<file path="src/rtl/nan_select_pkg.sv">
package nan_select_pkg;

  typedef enum logic [2:0] {
    POL_FIRST        = 3'd0,
    POL_SECOND       = 3'd1,
    POL_SECOND_QUIET = 3'd2,
    POL_SIG_FIRST    = 3'd3,
    POL_CANON        = 3'd4
  } policy_e;

  // Strobes from control to datapath
  typedef struct packed {
    logic pickA;
    logic pickB;
    logic pickCanon;
    logic pickPass;
    logic load;
    logic invalid;
    logic trap;
  } sel_strobe_t;

  typedef struct packed {
    logic isNan;
    logic isSig;
  } op_class_t;

endpackage

</file>
<file path="src/rtl/nan_select_class.sv">
module nan_select_class
  import nan_select_pkg::*;
#(
  parameter int EXP_W = 8,
  parameter int MAN_W = 23
) (
  input  logic [EXP_W+MAN_W:0] value,
  output op_class_t            cls
);
  localparam int W = 1 + EXP_W + MAN_W;

  logic [EXP_W-1:0] expField;
  logic [MAN_W-1:0] manField;

  assign expField = value[W-2:MAN_W];
  assign manField = value[MAN_W-1:0];

  always_comb begin
    cls.isNan = (&expField) && (|manField);
    cls.isSig = cls.isNan && !manField[MAN_W-1];
  end
endmodule

</file>
<file path="src/rtl/nan_select_ctrl.sv">
module nan_select_ctrl
  import nan_select_pkg::*;
#(
  parameter int EXP_W = 8,
  parameter int MAN_W = 23
) (
  input  logic                   validIn,
  input  logic [EXP_W+MAN_W:0]   opA,
  input  logic [EXP_W+MAN_W:0]   opB,
  input  logic [EXP_W+MAN_W:0]   dpResult,
  input  logic                   dpInvalid,
  input  logic [2:0]             policy,
  input  logic                   trapEn,
  output sel_strobe_t            strobe
);
  localparam int W      = 1 + EXP_W + MAN_W;
  localparam int N_WORD = 3;

  logic [W-1:0] words [N_WORD];
  op_class_t    cls   [N_WORD];

  assign words[0] = opA;
  assign words[1] = opB;
  assign words[2] = dpResult;

  for (genvar i = 0; i < N_WORD; i++) begin : g_class
    nan_select_class #(.EXP_W(EXP_W), .MAN_W(MAN_W)) u_class (
      .value(words[i]),
      .cls  (cls[i])
    );
  end

  logic aNan, bNan, aSig, bSig, resNan;
  assign aNan   = cls[0].isNan;
  assign bNan   = cls[1].isNan;
  assign aSig   = cls[0].isSig;
  assign bSig   = cls[1].isSig;
  assign resNan = cls[2].isNan;

  policy_e pol;
  assign pol = policy_e'(policy);

  logic takeA, takeB, takeCanon, takePass;

  always_comb begin
    takeA     = 1'b0;
    takeB     = 1'b0;
    takeCanon = 1'b0;
    takePass  = 1'b0;
    if (!(aNan || bNan)) begin
      takeCanon = resNan;
      takePass  = !resNan;
    end else begin
      unique case (pol)
        POL_FIRST: begin
          takeA = aNan;
          takeB = !aNan;
        end
        POL_SECOND: begin
          takeB = bNan;
          takeA = !bNan;
        end
        POL_SECOND_QUIET: begin
          if (aNan && bNan) takeA = bSig;
          else              takeA = aNan;
          takeB = !takeA;
        end
        POL_SIG_FIRST: begin
          if (aNan && bNan) takeA = aSig || !bSig;
          else              takeA = aNan;
          takeB = !takeA;
        end
        default: takeCanon = 1'b1;
      endcase
    end
  end

  always_comb begin
    strobe.pickA     = takeA;
    strobe.pickB     = takeB;
    strobe.pickCanon = takeCanon;
    strobe.pickPass  = takePass;
    strobe.load      = validIn;
    strobe.invalid   = aSig || bSig || dpInvalid;
    strobe.trap      = (aSig || bSig || dpInvalid) && trapEn;
  end
endmodule

</file>
<file path="src/rtl/nan_select_dp.sv">
module nan_select_dp
  import nan_select_pkg::*;
#(
  parameter int EXP_W = 8,
  parameter int MAN_W = 23
) (
  input  logic                 clk,
  input  logic                 rst,
  input  logic [EXP_W+MAN_W:0] opA,
  input  logic [EXP_W+MAN_W:0] opB,
  input  logic [EXP_W+MAN_W:0] dpResult,
  input  sel_strobe_t          strobe,
  output logic                 validOut,
  output logic [EXP_W+MAN_W:0] result,
  output logic                 invalidFlag,
  output logic                 trapReq
);
  localparam int           W          = 1 + EXP_W + MAN_W;
  localparam logic [W-1:0] QUIET_MASK = W'(1) << (MAN_W - 1);
  localparam logic [W-1:0] CANON_NAN  = {1'b0, {EXP_W{1'b1}}, 1'b1, {(MAN_W-1){1'b0}}};

  logic [W-1:0] chosen;

  always_comb begin
    if (strobe.pickA)          chosen = opA | QUIET_MASK;
    else if (strobe.pickB)     chosen = opB | QUIET_MASK;
    else if (strobe.pickCanon) chosen = CANON_NAN;
    else                       chosen = dpResult;
  end

  always_ff @(posedge clk) begin
    if (rst) begin
      validOut    <= 1'b0;
      invalidFlag <= 1'b0;
      trapReq     <= 1'b0;
      result      <= '0;
    end else begin
      validOut    <= strobe.load;
      invalidFlag <= strobe.load && strobe.invalid;
      trapReq     <= strobe.load && strobe.trap;
      if (strobe.load) result <= chosen;
    end
  end
endmodule

</file>
<file path="src/rtl/nan_select.sv">
module nan_select
  import nan_select_pkg::*;
#(
  parameter int EXP_W = 8,
  parameter int MAN_W = 23
) (
  input  logic                 clk,
  input  logic                 rst,
  input  logic                 validIn,
  input  logic [EXP_W+MAN_W:0] opA,
  input  logic [EXP_W+MAN_W:0] opB,
  input  logic [EXP_W+MAN_W:0] dpResult,
  input  logic                 dpInvalid,
  input  logic [2:0]           policy,
  input  logic                 trapEn,
  output logic                 validOut,
  output logic [EXP_W+MAN_W:0] result,
  output logic                 invalidFlag,
  output logic                 trapReq
);
  sel_strobe_t strobe;

  nan_select_ctrl #(.EXP_W(EXP_W), .MAN_W(MAN_W)) u_ctrl (
    .validIn  (validIn),
    .opA      (opA),
    .opB      (opB),
    .dpResult (dpResult),
    .dpInvalid(dpInvalid),
    .policy   (policy),
    .trapEn   (trapEn),
    .strobe   (strobe)
  );

  nan_select_dp #(.EXP_W(EXP_W), .MAN_W(MAN_W)) u_dp (
    .clk        (clk),
    .rst        (rst),
    .opA        (opA),
    .opB        (opB),
    .dpResult   (dpResult),
    .strobe     (strobe),
    .validOut   (validOut),
    .result     (result),
    .invalidFlag(invalidFlag),
    .trapReq    (trapReq)
  );
endmodule

</file>
<file path="config.mk">
export PLATFORM = sky130hd
export DESIGN_NAME = nan_select
export DESIGN_NICKNAME = d
export VERILOG_FILES = /design/src/rtl/nan_select_pkg.sv /design/src/rtl/nan_select_class.sv /design/src/rtl/nan_select_ctrl.sv /design/src/rtl/nan_select_dp.sv /design/src/rtl/nan_select.sv
export SDC_FILE = /design/constraint.sdc
export NUM_CORES = 1
export LEC_CHECK = 0
export CORE_MARGIN = 2
export CORE_UTILIZATION = 35
export CTS_BUF_LIST = sky130_fd_sc_hd__clkbuf_4 sky130_fd_sc_hd__clkbuf_8
export CTS_CLUSTER_SIZE = 40
export DETAILED_ROUTE_END_ITERATION = 8
export DONT_BUFFER_PORTS = 1
export GPL_TIMING_DRIVEN = 0
export PLACE_DENSITY = 0.58
export SETUP_SLACK_MARGIN = 0.2
export SYNTH_ARGS = -nofsm -noshare
export SYNTH_HDL_FRONTEND = slang
export SYNTH_HIERARCHICAL = 1
export SYNTH_SLANG_ARGS = --single-unit
</file>
<file path="constraint.sdc">
create_clock -name clk -period 3.2 [get_ports clk]
set_input_delay 0.64 -clock clk [delete_from_list [all_inputs] [get_ports clk]]
set_output_delay 0.64 -clock clk [all_outputs]
set_load 0.05 [all_outputs]
</file>
# After elaboration in Yosys (flattened, before gate mapping)
# Cells that the tools add are included.
totals:
  ff_bits: 35
  inputBits: 104
  out_inout_bits: 35
  elab_cells: 50
classes:
  n_eq_ne: 3
  muxes: 15
  reduce_logical: 28
ops:
  columns: ["cell", "count"]
  rows:
  - ["$mux 32", 3]
  - ["$reduce_or 23->1", 3]
  - ["$reduce_and 8->1", 3]
  - ["$mux 1", 10]
  - ["$logic_and 1x1->1", 9]
  - ["$pmux 1 s4", 2]
  - ["$logic_not 1->1", 7]
  - ["$eq 3x2->1 const B", 2]
  - ["$logic_or 1x1->1", 4]
  - ["$reduce_or 4->1", 1]
  - ["$eq 3x1->1 const B", 1]
  - ["$logic_not 3->1", 1]

# Longest topological paths before layout
logic_depth:
  depth_word: 13
  depth_mapped: 12

# By module
# The synthesis kept the hierarchy.
modules_own_cells:
  columns: ["module", "n_inst", "cells_each", "area_each_um2", "seq_area_each_um2"]
  rows:
  - ["nan_select_dp", 1, 227, 2217.1, 700.7]
  - ["nan_select_class", 3, 12, 91.3, 0.0]
  - ["nan_select_ctrl", 1, 20, 121.4, 0.0]

# Worst setup path after synthesis
# No wires, ideal clock.
synth_path:
  kind: "input -> register"
  from: "input opB[4]"
  to: "register u_dp.result[10]"
  setup_time_ps: 77
  arrival_ps: 2940
  required_time_ps: 3123
  slack_ps: 183
  cell_stages: 9
  n_path_buf: 2
  cell_sequence: "or4_4 -> nor2_2 -> a2111oi_1 -> or3_1 -> a41o_1 -> buf_4 -> clkbuf_1 -> or4b_1 -> a41oi_2"
synth_between:
  elab_cells_between_ends: 24
  classes_between: "mux (14); reduce/logical (10)"
synth_lines:
  columns: ["element", "line_no", "text"]
  rows:
  - ["from (decl)", "nan_select.sv:11", "input logic [EXP_W+MAN_W:0] opB,"]
  - ["$reduce_or 23->1 *", "nan_select_class.sv:19", "cls.isNan = (&expField) && (|manField);"]
  - ["$logic_and 1x1->1 *", "nan_select_class.sv:19", null]
  - ["$logic_and 1x1->1 *", "nan_select_class.sv:20", "cls.isSig = cls.isNan && !manField[MAN_W-1];"]
  - ["via u_ctrl.bSig", "nan_select_ctrl.sv:33", "logic aNan, bNan, aSig, bSig, resNan;"]
  - ["$logic_not 1->1", "nan_select_ctrl.sv:69", "if (aNan && bNan) takeA = aSig || !bSig;"]
  - ["$logic_or 1x1->1", "nan_select_ctrl.sv:69", null]
  - ["$mux 1", "nan_select_ctrl.sv:69", null]
  - ["$mux 1", "nan_select_ctrl.sv:54", "unique case (pol)"]
  - ["$mux 1", "nan_select_ctrl.sv:50", "if (!(aNan || bNan)) begin"]
  - ["$pmux 1 s4 *", "nan_select_ctrl.sv:54", null]
  - ["$mux 1 *", "nan_select_ctrl.sv:50", null]
  - ["via u_ctrl.takeA", "nan_select_ctrl.sv:43", "logic takeA, takeB, takeCanon, takePass;"]
  - ["$mux 32 *", "nan_select_dp.sv:25", "if (strobe.pickA) chosen = opA | QUIET_MASK;"]
  - ["to (signal assigned)", "nan_select_dp.sv:41", "if (strobe.load) result <= chosen;"]
  - ["to (decl)", "nan_select_dp.sv:14", "output logic [EXP_W+MAN_W:0] result,"]
# Mark *: on every way through the listed nets, which the timed path passes. The rest lies on a longest branch. The select of a mux whose other input is x is not followed.
# A chain may end at the register's enable or synchronous reset.

# Worst setup path in the final report
layout_path:
  from: "input opB[2]"
  to: "register u_dp.result[7]"
# The elaborated chain is that of the path after synthesis.

==> metrics.cfg <==
[status]
status=completed

[clock_network]
root_buffer=clkbuf_8
cts_sinks=35
cts_hold_buf=0
cts_tree=done
cts_buffers=5
h-tree-depth=2
post_cts.repair.setup_buffers=0
clk_pin_slew_ps=70
clk_latency_ps=280
clockBufferDepth=2

[die]
fp.dieH_um=90.0
io_pins=139
die_w_um=90.0
core_mm2=0.00721
die_area_mm2=0.00810
num_rows=31
floorplan.initialDensity_pct=35.9

[critical_path]
rr_endpoint=u_dp/result[26]$_SDFFE_PP0P_
setup.worst_path.start_class=input port
cp-end-kind=flop
crit_slowest_cell=or4b_1
rrSetupSlack_ps=1880
rr_startpoint=u_dp/result[26]$_SDFFE_PP0P_
reg2reg_depth=2
path_cells=or4_4 -> nor2_4 -> a2111oi_2 -> or3_1 -> a41o_1 -> buf_4 -> clkbuf_2 -> or4b_1 -> a41oi_2
path_max_fanout=10
crit_type=input port to flop
cp.required_ps=3410
cp_slowest_stage_delay_ps=560
critical_path_buf_inv_count=2
cp.arrival_ps=3100
crit_family=simple AND/OR/NAND/NOR gates

[job]
cap_viol_max_count=0

[power]
leakagePower_nw=0.918
p_total_mw=1.01
vdd_drop_max_mv=0.130
p_per_area_mw_per_mm2=359

[drt]
vias=2365
ant_nets=0
wl_mm=9.05
wl_per_cell_um=23.5
drtPass1Iterations=4
viasPerCell=6.14
drt_iter0_markers=125
drt_drc_violations_left=0

[placement]
post-place-ws_ps=-196
gp_congestion=0.846
portBuffers=0
place_hpwl_mm=7.14

[hold_path]
min_from=rst
holdPathStages=2
hold_class=input port to flop
hold_path_end=u_dp/result[27]$_SDFFE_PP0P_

[finish]
postLayoutCoreUtil_pct=39.1
diodes=0
final.fill_count=760
nNetsFinal=391
drive_gt1_share_pct=25.5
regArea_um2=701
syn_to_final_growth_pct=8.99
multiInputGateArea_mm2=0.00171

[yosys]
synth_nets=384
syn_inst=280
syn_avg_cell_area_um2=9.25
synth_area_mm2=0.00259
ys.warnings.count=6

[timing]
rsz0062_at_grt=false
finalHoldViolations=0
tns_ps=0
period_needed_ps=2890
finalCritPeriodShare_pct=90.3
final-setup-viol-count=0
max_clock_freq_mhz=346
setup_ws_ps=310
tightest_slew_ps=561
final-max-slew-violation-count=0
maxSlewHeadroom_pct=62.5
clock_skew_ps=0

[global_route]
grt_pass1_vias=2459
grt-ovfl-total=0
grt_pass1_wl_mm=13.8
grtUsageTotal_pct=21.5
grt_max_degree=11
antenna_found_initial=0

## repair_timing
| item | in CTS | in global routing |
|---|---|---|
| setup endpoints to repair | 15 | 31 |
| pin swaps | 0 | 0 |
| gates resized for setup | 2 | 14 |
## layer usage
metal  vias up  share of wire [%]  global-route usage, %
met5         -                  0                      0
met4         0                2.0                   7.44
met2       119                 47                   35.4
li1       1124                  -                      -
met1      1108                 41                   26.3
met3        14                9.4                   7.38
## stage by stage
step | instances | instance area, um2 | hold WS (ps)
2_1_floorplan | 280 | 2590 | 702
3_3_place_gp | 379 | 2720 | 740
3_5_place_dp | 379 | 2720 | 747
4_1_cts | 385 | 2790 | 520
5_1_grt | 385 | 2820 | 523
6_report | 385 | 2820 | 532
## cell type report
class / count / share of cell area (%)
Inverter: 4 / 0.532
Multi-Input combinational cell: 207 / 60.5
Clock buffer: 6 / 2.70
Sequential cell: 35 / 24.8
Tap cell: 99 / 4.39
Buffer: 34 / 7.09
## sequential cells by signal (all words and copies together) (netlist names)
name,count
u_dp/validOut,1
u_dp/trapReq,1
u_dp/result,32
u_dp/invalidFlag,1
## worst max-delay path by stage
stage | start | end | cells after the start
2_1_floorplan | opB[2] | u_dp/result[17]$_SDFFE_PP0P_ | 9
6_report | opB[2] | u_dp/result[7]$_SDFFE_PP0P_ | 9
3_3_place_gp | opB[1] | u_dp/result[6]$_SDFFE_PP0P_ | 11
4_1_cts | opB[2] | u_dp/result[25]$_SDFFE_PP0P_ | 10
3_5_place_dp | opB[2] | u_dp/result[7]$_SDFFE_PP0P_ | 11
5_1_grt | opB[1] | u_dp/result[7]$_SDFFE_PP0P_ | 9
## power by group
group | switching [mW] | internal (mW)
Clock | 0.160 | 0.154
Combinational | 0.0572 | 0.0570
Sequential | 0.121 | 0.464
## cells in the final DEF, fill, tap and decap left out, drive strengths merged
cell type,count
and2,3
nor2,5
clkbuf,23
or4,6
a311oi,1
or3b,8
nand3b,23
nor2b,9
nor4,18
o21ai,2
nand4,6
nand2,24
a41o,1
and4,3
nor3b,8
buf,17
a211oi,4
and3,1
or4b,23
nand2b,1
o21bai,23
inv,4
o41ai,8
dfxtp,35
a41oi,23
or3,2
a2111oi,2
nor3,3
No activity file was read; power rests on OpenSTA's default activity.
